$ cat src/rtl/fpwm_pkg.sv
package fpwm_pkg;
  typedef enum logic {
    DIR_UP = 1'b0,
    DIR_DN = 1'b1
  } cdir_e;
endpackage

$ cat src/rtl/fpwm_carrier.sv
module fpwm_carrier
  import fpwm_pkg::*;
#(
  parameter int CNT_W   = 8,
  parameter int HALF    = 128,
  parameter int DITH_W  = 4,
  parameter int LFSR_W  = 16,
  parameter logic [LFSR_W-1:0] TAPS = 16'hB400,
  parameter logic [LFSR_W-1:0] SEED = 16'hACE1
) (
  input  logic             clk,
  input  logic             rst,
  input  logic             fix_i,
  output logic [CNT_W-1:0] t_o,
  output logic [CNT_W-1:0] m_o,
  output cdir_e            dir_o,
  output logic             bound_o
);
  localparam int MLO = HALF - 2**(DITH_W-1);
  localparam int MHI = HALF + 2**(DITH_W-1) - 1;

  logic [CNT_W-1:0]  t_q, m_q, m_nx, off_ext;
  cdir_e             dir_q;
  logic [LFSR_W-1:0] lfsr_q, lfsr_nx;
  logic              bound;

  assign bound = (dir_q == DIR_DN) && (t_q == '0);

  always_comb begin
    lfsr_nx = lfsr_q >> 1;
    if (lfsr_q[0]) lfsr_nx = lfsr_nx ^ TAPS;
  end

  assign off_ext = {{(CNT_W-DITH_W){lfsr_q[DITH_W-1]}}, lfsr_q[DITH_W-1:0]};
  assign m_nx    = fix_i ? CNT_W'(HALF) : CNT_W'(HALF) + off_ext;

  always_ff @(posedge clk) begin
    if (rst) begin
      t_q    <= '0;
      dir_q  <= DIR_UP;
      m_q    <= CNT_W'(HALF);
      lfsr_q <= SEED;
    end else if (bound) begin
      t_q    <= '0;
      dir_q  <= DIR_UP;
      m_q    <= m_nx;
      lfsr_q <= lfsr_nx;
    end else if (dir_q == DIR_UP) begin
      if (t_q == m_q - 1'b1) dir_q <= DIR_DN;
      else                   t_q   <= t_q + 1'b1;
    end else begin
      t_q <= t_q - 1'b1;
    end
  end

  assign t_o     = t_q;
  assign m_o     = m_q;
  assign dir_o   = dir_q;
  assign bound_o = bound;

  AST_CNT_BELOW_TOP: assert property (@(posedge clk) disable iff (rst)
    t_q < m_q);
  AST_TURN_HOLDS: assert property (@(posedge clk) disable iff (rst)
    (dir_q == DIR_UP && t_q == m_q - 1'b1) |=> (dir_q == DIR_DN && t_q == $past(t_q)));
  AST_M_WINDOW: assert property (@(posedge clk) disable iff (rst)
    (m_q >= CNT_W'(MLO)) && (m_q <= CNT_W'(MHI)));
endmodule

$ cat src/rtl/fpwm_chan.sv
module fpwm_chan
  import fpwm_pkg::*;
#(
  parameter int CNT_W  = 8,
  parameter int SAMP_W = 8
) (
  input  logic                     clk,
  input  logic                     rst,
  input  logic                     load_i,
  input  logic                     en_i,
  input  logic signed [SAMP_W-1:0] samp_i,
  input  logic [CNT_W-1:0]         m_i,
  input  logic [CNT_W-1:0]         t_i,
  input  cdir_e                    dir_i,
  output logic                     p_o,
  output logic                     n_o,
  output logic signed [CNT_W+1:0]  dd_o
);
  localparam int DW = CNT_W + 1;

  logic signed [SAMP_W-1:0] s_q;
  logic [DW-1:0]            dp, dn, kup, kdp, kun, kdn;
  logic [DW-1:0]            t_ext;
  logic                     p_cmp, n_cmp;
  logic                     p_q, n_q;
  logic signed [DW:0]       dd_q;
  int                       mi, si, pi, ni;

  always_comb begin
    mi = int'(m_i);
    si = int'(s_q);
    pi = mi + si;
    ni = mi - si;
    if (pi < 0) pi = 0; else if (pi > 2*mi) pi = 2*mi;
    if (ni < 0) ni = 0; else if (ni > 2*mi) ni = 2*mi;
    dp = DW'(pi);
    dn = DW'(ni);
  end

  assign kup   = (dp >> 1) + {{(DW-1){1'b0}}, dp[0]};
  assign kdp   = dp >> 1;
  assign kun   = (dn >> 1) + {{(DW-1){1'b0}}, dn[0]};
  assign kdn   = dn >> 1;
  assign t_ext = {1'b0, t_i};
  assign p_cmp = (dir_i == DIR_UP) ? (t_ext < kup) : (t_ext < kdp);
  assign n_cmp = (dir_i == DIR_UP) ? (t_ext < kun) : (t_ext < kdn);

  always_ff @(posedge clk) begin
    if (rst) begin
      s_q  <= '0;
      p_q  <= 1'b0;
      n_q  <= 1'b0;
      dd_q <= '0;
    end else begin
      p_q <= en_i & p_cmp;
      n_q <= en_i & n_cmp;
      if (load_i) begin
        s_q  <= samp_i;
        dd_q <= $signed({1'b0, dp}) - $signed({1'b0, dn});
      end
    end
  end

  assign p_o  = p_q;
  assign n_o  = n_q;
  assign dd_o = dd_q;

  AST_DUTY_SUM: assert property (@(posedge clk) disable iff (rst)
    ({1'b0, dp} + {1'b0, dn}) == {1'b0, m_i, 1'b0});
  AST_ZERO_INPHASE: assert property (@(posedge clk) disable iff (rst)
    (s_q == '0) |=> (p_q == n_q));
endmodule

$ cat src/rtl/fpwm_bridge_mod.sv
module fpwm_bridge_mod
  import fpwm_pkg::*;
#(
  parameter int CNT_W  = 8,
  parameter int HALF   = 128,
  parameter int SAMP_W = 8,
  parameter int DITH_W = 4,
  parameter int LFSR_W = 16
) (
  input  logic                    clk,
  input  logic                    rst,
  input  logic                    enable,
  input  logic                    freq_fixed,
  input  logic                    mono,
  input  logic [SAMP_W-1:0]       samp_l,
  input  logic [SAMP_W-1:0]       samp_r,
  output logic                    pwm_lp,
  output logic                    pwm_ln,
  output logic                    pwm_rp,
  output logic                    pwm_rn,
  output logic                    bridge_oe,
  output logic [CNT_W+1:0]        dd_l,
  output logic [CNT_W+1:0]        dd_r,
  output logic                    dd_valid
);
  localparam int NCH = 2;

  logic [CNT_W-1:0] t_w, m_w;
  cdir_e            dir_w;
  logic             bound_w;
  logic             oe_q, ddv_q, mono_q;

  logic signed [SAMP_W-1:0] ch_samp [NCH];
  logic                     p_w     [NCH];
  logic                     n_w     [NCH];
  logic signed [CNT_W+1:0]  dd_w    [NCH];

  assign ch_samp[0] = mono ? $signed(samp_r) : $signed(samp_l);
  assign ch_samp[1] = $signed(samp_r);

  fpwm_carrier #(
    .CNT_W (CNT_W),
    .HALF  (HALF),
    .DITH_W(DITH_W),
    .LFSR_W(LFSR_W)
  ) carrier_i (
    .clk    (clk),
    .rst    (rst),
    .fix_i  (freq_fixed),
    .t_o    (t_w),
    .m_o    (m_w),
    .dir_o  (dir_w),
    .bound_o(bound_w)
  );

  for (genvar c = 0; c < NCH; c++) begin : g_ch
    fpwm_chan #(
      .CNT_W (CNT_W),
      .SAMP_W(SAMP_W)
    ) chan_i (
      .clk   (clk),
      .rst   (rst),
      .load_i(bound_w),
      .en_i  (enable),
      .samp_i(ch_samp[c]),
      .m_i   (m_w),
      .t_i   (t_w),
      .dir_i (dir_w),
      .p_o   (p_w[c]),
      .n_o   (n_w[c]),
      .dd_o  (dd_w[c])
    );
  end

  always_ff @(posedge clk) begin
    if (rst) begin
      oe_q   <= 1'b0;
      ddv_q  <= 1'b0;
      mono_q <= 1'b0;
    end else begin
      oe_q  <= enable;
      ddv_q <= bound_w;
      if (bound_w) mono_q <= mono;
    end
  end

  assign pwm_lp    = p_w[0];
  assign pwm_ln    = n_w[0];
  assign pwm_rp    = p_w[1];
  assign pwm_rn    = n_w[1];
  assign dd_l      = dd_w[0];
  assign dd_r      = dd_w[1];
  assign bridge_oe = oe_q;
  assign dd_valid  = ddv_q;

  AST_OE_QUIET: assert property (@(posedge clk) disable iff (rst)
    !bridge_oe |-> !(pwm_lp | pwm_ln | pwm_rp | pwm_rn));
  AST_MONO_LOCK: assert property (@(posedge clk) disable iff (rst)
    (mono_q && $past(mono_q)) |-> (pwm_lp == pwm_rp && pwm_ln == pwm_rn));
  AST_STROBE_SINGLE: assert property (@(posedge clk) disable iff (rst)
    dd_valid |=> !dd_valid);
endmodule

$ cat config.mk
export PLATFORM = sky130hd
export DESIGN_NAME = fpwm_bridge_mod
export DESIGN_NICKNAME = d
export VERILOG_FILES = /design/src/rtl/fpwm_pkg.sv /design/src/rtl/fpwm_carrier.sv /design/src/rtl/fpwm_chan.sv /design/src/rtl/fpwm_bridge_mod.sv
export SDC_FILE = /design/constraint.sdc
export NUM_CORES = 1
export LEC_CHECK = 0
export ABC_AREA = 1
export ABC_CLOCK_PERIOD_IN_PS = 6500
export BUFFER_PORTS_ARGS = -buffer_cell sky130_fd_sc_hd__buf_4
export CAP_MARGIN = 20
export CORE_MARGIN = 2
export CORE_UTILIZATION = 40
export CTS_BUF_LIST = sky130_fd_sc_hd__clkbuf_4
export CTS_CLUSTER_DIAMETER = 150
export DETAILED_ROUTE_END_ITERATION = 7
export GPL_TIMING_DRIVEN = 0
export SLEW_MARGIN = 0
export SYNTH_ARGS = -nofsm -noshare
export SYNTH_HDL_FRONTEND = slang
export SYNTH_SLANG_ARGS = --single-unit
$ cat constraint.sdc
create_clock -name clk -period 6.5 [get_ports clk]
set_input_delay 0.65 -clock clk [delete_from_list [all_inputs] [get_ports clk]]
set_output_delay 0.65 -clock clk [all_outputs]
set_load 0.01 [all_outputs]
# Yosys cells after proc, flatten, opt, wreduce, memory -nomap -nowiden
# Cells that the tools add are included.
# Widths: inputs -> output; s select.
[op_classes] reduce_logical=3 add_sub_neg=14 bitwise_logic=5 magnitude_cmp=16 n_mux=19 n_eq_ne=2
[ops] operator="$mux 9" count=8
[ops] operator="$gt 10x10->1" count=4
[ops] operator="$lt 10x1->1 const B" count=4
[ops] operator="$add 8x1->9" count=4
[ops] operator="$lt 8x9->1" count=4
[ops] operator="$lt 8x8->1" count=4
[ops] operator="$mux 8" count=4
[ops] operator="$add 9x8->10" count=2
[ops] operator="$sub 9x8->10" count=2
[ops] operator="$sub 9x9->10" count=2
[ops] operator="$mux 16" count=1
[ops] operator="$sub 8x1->8 const B" count=2
[ops] operator="$add 8x1->8 const B" count=1
[ops] operator="$add 8x8->8 const A" count=1
[ops] operator="$eq 8x8->1" count=1
[ops] operator="$logic_not 8->1" count=1
[ops] operator="$mux 1" count=6
[ops] operator="$and 1x1->1" count=4
[ops] operator="$not 3->4" count=1
[ops] operator="$ne 2x1->1 const B" count=1
[ops] operator="$reduce_or 2->1" count=1
[ops] operator="$logic_and 1x1->1" count=1
[totals] inputBits=21 ff_bits=75

# Logic depth before layout (Yosys ltp)
[logic_depth] ltp_word=8 mapped_depth=38 ltp_nobuf=37

# Modules after synthesis
# Synthesis repeated with hierarchy kept, for this count alone.
[unflattened] hier_cells=1353 area_unflattened_um2=9132.5
[modules_own_cells] mod="fpwm_chan (g_ch[1].chan_i)" n_inst=1 cells_each=536 seq_area_each_um2=400.4 area_each_um2=3697.3
[modules_own_cells] mod="fpwm_chan (g_ch[0].chan_i)" n_inst=1 cells_each=535 seq_area_each_um2=400.4 area_each_um2=3547.2
[modules_own_cells] mod="fpwm_carrier" n_inst=1 cells_each=250 seq_area_each_um2=600.6 area_each_um2=1727.9
[modules_own_cells] mod="fpwm_bridge_mod" n_inst=1 cells_each=32 seq_area_each_um2=40.0 area_each_um2=160.2

# Worst setup path before layout
# No wires, ideal clock.
[synth_timing] path_kind="reg-to-reg" from="reg carrier_i.m_q[1], in the netlist carrier_i.m_o[1]" to="reg g_ch[0].chan_i.p_q" t_required_ns=6.436 slack_ns=1.130 stages_incl_launch_ff=33 setup_time_ns=0.064 arrival_time_ns=5.306 cell_sequence="dfxtp_1 -> inv_1 -> fa_1 -> o31ai_1 -> a21oi_1 -> o21ai_0 -> xor2_1 -> inv_1 -> ha_1 -> and3_1 -> nand3_1 -> o21ai_2 -> inv_1 -> nor2_2 -> nand2_1 -> nand2_1 -> ha_1 -> ha_1 -> inv_1 -> nor3_4 -> xor2_1 -> ha_1 -> nand2_1 -> inv_1 -> o41ai_1 -> nand2_1 -> nand2_1 -> nand2_1 -> a21oi_1 -> nor2_1 -> nand2_1 -> nand2_1 -> nor2_1"
[synth_via] elab_chain_cells=8 word_cells_on_any_way=10 classes_between="add/sub (2); order compare (4); mux (3); bitwise (1)"
[synth_lines] element="from (decl)" line_no="fpwm_carrier.sv:22" text="logic [CNT_W-1:0] t_q, m_q, m_nx, off_ext;"
[synth_lines] element="from (signal assigned)" line_no="fpwm_carrier.sv:41" text="m_q <= CNT_W'(HALF);"
[synth_lines] element="from (signal assigned)" line_no="fpwm_carrier.sv:46" text="m_q <= m_nx;"
[synth_lines] element="$add 9x8->10" line_no="fpwm_chan.sv:32" text="pi = mi + si;"
[synth_lines] element="$gt 10x10->1" line_no="fpwm_chan.sv:34" text="if (pi < 0) pi = 0; else if (pi > 2*mi) pi = 2*mi;"
[synth_lines] element="$mux 9" line_no="fpwm_chan.sv:34"
[synth_lines] element="$mux 9 (*)" line_no="fpwm_chan.sv:34"
[synth_lines] element="$add 8x1->9" line_no="fpwm_chan.sv:40" text="assign kup = (dp >> 1) + {{(DW-1){1'b0}}, dp[0]};"
[synth_lines] element="$lt 8x9->1" line_no="fpwm_chan.sv:45" text="assign p_cmp = (dir_i == DIR_UP) ? (t_ext < kup) : (t_ext < kdp);"
[synth_lines] element="$mux 1 (*)" line_no="fpwm_chan.sv:45"
[synth_lines] element="$and 1x1->1 (*)" line_no="fpwm_chan.sv:55" text="p_q <= en_i & p_cmp;"
[synth_lines] element="to (signal assigned)" line_no="fpwm_chan.sv:55"
[synth_lines] element="to (decl)" line_no="fpwm_chan.sv:25" text="logic p_q, n_q;"
# Every way passes the cells marked *; elsewhere a longest branch is shown, timed or not.
# A chain may end at the register's enable or synchronous reset.

# Final worst setup path
# Ends and elaborated chain as after synthesis.

==> metrics.txt <==
pwr/cell area 88.00 mW/mm^2; Remaining Overflow, GRT 0; Yosys top cell area share 0.2303; Core ar. 0.02089 sq mm; Reg power frac 0.546; register area share after synthesis 0.1701; Max Freq 0.1672 GHz; Final Critical Period 5.981 ns; CP Launch Type flop; Die Area 0.02237 sq mm; CTS Buffer Depth 2; commonest non-fill, non-tap cell in the layout nand2_1; Syn Inst Count 1,188; TritonCTS clock tree built; Post-Route WL 21.92 mm; initial antenna violation count 0; static leakage 0.004916 uW; Vias 7,661; diode count 0; area growth from synthesis to layout 10.70%; synth warn 0; worst slew pin tran 0.8623 ns; outcome completed; cell accounting for the most synthesized area ha_1; commonest non-fill, non-tap cells in the layout 245 x nand2_1, 162 x inv_1, 156 x ha_1; switch share 0.2743; Finished Layout Cells 1,529; Worst Path Arrival 6.38 ns; Tcrit/Tclk final 0.9201; vias in the first global route 7,229; Pins Over Slew Limit 0; Fin. Hold Viols 0; ratio of cells with drive above 1 in the final layout 0.1340; Mapped Avg Cell Area 7.133 sq um; Internal 599.1 uW; count of input and output buffers 46; Die H 149.6 um; Primary FF master, synth dfxtp_1; clock sink total 72; cell seen most often among critical-path stages nand2_1; # IOs 47; CTS clock-pin slew for the worst setup and hold paths 0.13 ns; Starting DRT DRC Count 365; number of flops mapped to enable cells by yosys 0; Setup Skew 0.01894 ns; Final Wtd Congestion 0.8929; H-tree levels 3; Netlist cell types 62; IR Drop Worst-Case VDD 0.09648 mV; first-pass GRT wire length 36.18 mm; Syn Nets 1,372; # nets final 1,433; Final setup viols 0; Hold/Removal Path Class input port to flop; via/cell ratio 5.010; Starting Density 0.4057; unrepaired setup endpoints after global routing false; Detailed Place HPWL 17.82 mm; area of the mapped netlist 0.008474 sq mm; Detailed Routing Iterations Pass 1 5; dpl cells 1,509; max_cap viols 0; root buffer cell clkbuf_4; Skew-Pair Late Insertion Delay 0.45 ns; max incr delay on CP 0.54 ns; crit-path max FO 12; slowest CP cell fa_1; WHS 0.4207 ns; clock buffer count from CTS 9; CP endpoint kind flop; DR WL/cell 14.34 um; leading post-synthesis cells by cell area ha_1 23%, dfxtp_1 17%, nand2_1 11%; Switch Pwr 226.5 uW; kind of critical path flop to flop; Yosys reg bits 72; Async S/R FF share, synth 0; DRC Markers 0; ANT nets after route 0; largest net degree at the start of global routing 22; GR Util All Layers 0.2028; Clk network pwr share 0.365; Slew HR 0.4245; Worst EP required 6.90 ns; Die Width 149.6 um; Site Rows 53; Comb power frac 0.088
Yosys cell counts, types with 4 or more instances:
| cell type | instances |
|---|---|
| a211oi_1 | 8 |
| a21boi_0 | 4 |
| a21o_1 | 5 |
| a21oi_1 | 84 |
| a21oi_2 | 7 |
| a22oi_1 | 5 |
| buf_2 | 4 |
| clkbuf_1 | 11 |
| clkinv_1 | 4 |
| dfxtp_1 | 72 |
| fa_1 | 7 |
| ha_1 | 156 |
| inv_1 | 163 |
| inv_2 | 14 |
| nand2_1 | 245 |
| nand2_2 | 18 |
| nand2_4 | 4 |
| nand3_1 | 57 |
| nand3b_1 | 5 |
| nand4_1 | 17 |
| nor2_1 | 73 |
| nor3_1 | 10 |
| o21ai_0 | 44 |
| o21ai_1 | 6 |
| o21ai_2 | 6 |
| o21bai_1 | 12 |
| o22ai_1 | 16 |
| o32ai_1 | 4 |
| o41ai_1 | 4 |
| or2_2 | 6 |
| xnor2_1 | 11 |
| xor2_1 | 53 |
power by group through the flow:
stage | sequential (uW) | combinational [uW] | clock (uW)
global route | 452 | 82.2 | 330
finish | 451 | 72.8 | 302
detailed placement | 461 | 72.2 | 0
floorplan | 459 | 43.2 | 0
global placement | 461 | 71.2 | 0
CTS | 452 | 72.7 | 311
cell families after synthesis:
logic type / share of synthesized area
xor gates and xnor gates: 0.06615
buffers and inverters: 0.09567
adders and majority gates: 0.2469
DFF: 0.1701
AOI/OAI and AO/OA: 0.1671
and+or+nand+nor: 0.2541
routing by layer:
metal	up-vias	global-route usage	share of wire	routed length, um
li1	4074	-	-	-
met1	3440	0.2975	0.53	11630
met2	132	0.3183	0.42	9244
met3	15	0.02866	0.036	786
met4	0	0.03524	0.012	260
met5	-	0	0	0
flip-flops by register name (all words and copies together) (netlist names):
name / count
carrier_i.lfsr_q: 16
g_ch.chan_i.s_q: 16
bridge_oe: 1
g_ch.chan_i.n_o: 2
carrier_i.t_o: 8
carrier_i.dir_o: 1
g_ch.chan_i.dd_o: 20
carrier_i.m_o: 5
g_ch.chan_i.p_o: 2
dd_valid: 1
through the flow:
stage	setup WS, ns	utilization	cell area [sq um]	total power [uW]	TNS [ns]
2_1_floorplan	1.130	-	8474	502.4	0
3_3_place_gp	-0.1942	0.4387	9164	532.6	-0.2816
3_5_place_dp	-0.1648	0.4387	9164	533.6	-0.2459
4_1_cts	0.1280	0.4456	9309	835.3	0
5_1_grt	0.01025	0.4491	9382	864.3	0
6_report	0.5190	0.4491	9382	825.6	0
repair_timing:
action / CTS / global route
endpoints found under the setup margin: 2 / 4
buffers inserted: 0 / 4
hold buffers: 0 / 0
resized for setup: 1 / 10
hold endpoints to repair: 0 / 0
worst max-delay path, delay by kind of cell (launching register included):
family / cells / cell delay [ns]
buf+inv: 5 / 0.59
flops: 1 / 0.50
fa+ha+maj: 5 / 1.42
compound gates: 6 / 1.44
simple gates: 14 / 1.50
xor+xnor: 2 / 0.49
final cells by class:
class,count,area (sq um)
inverter,185,711.9
clock buffer,10,75.07
multi-input combinational,911,6255
fill,2228,11510
timing repair buffer,50,375.4
tap,275,344.1
clock inverter,6,68.82
sequential,72,1449
buffer,20,102.6
path summary, 6_finish.rpt:
check	from	end	slack, ns	depth (start not counted)
worst max-delay path	carrier_i.m_o[1]	g_ch[0].chan_i.p_o	0.52	32
worst min-delay path	samp_r[2]	g_ch[1].chan_i.s_q[2]	0.42	3
worst max register to register	carrier_i.m_o[1]	g_ch[0].chan_i.p_o	0.52	32
worst min register to register	g_ch[0].chan_i.dd_o[8]	g_ch[0].chan_i.dd_o[8]	0.46	2
(Power assumes the default switching activity.)
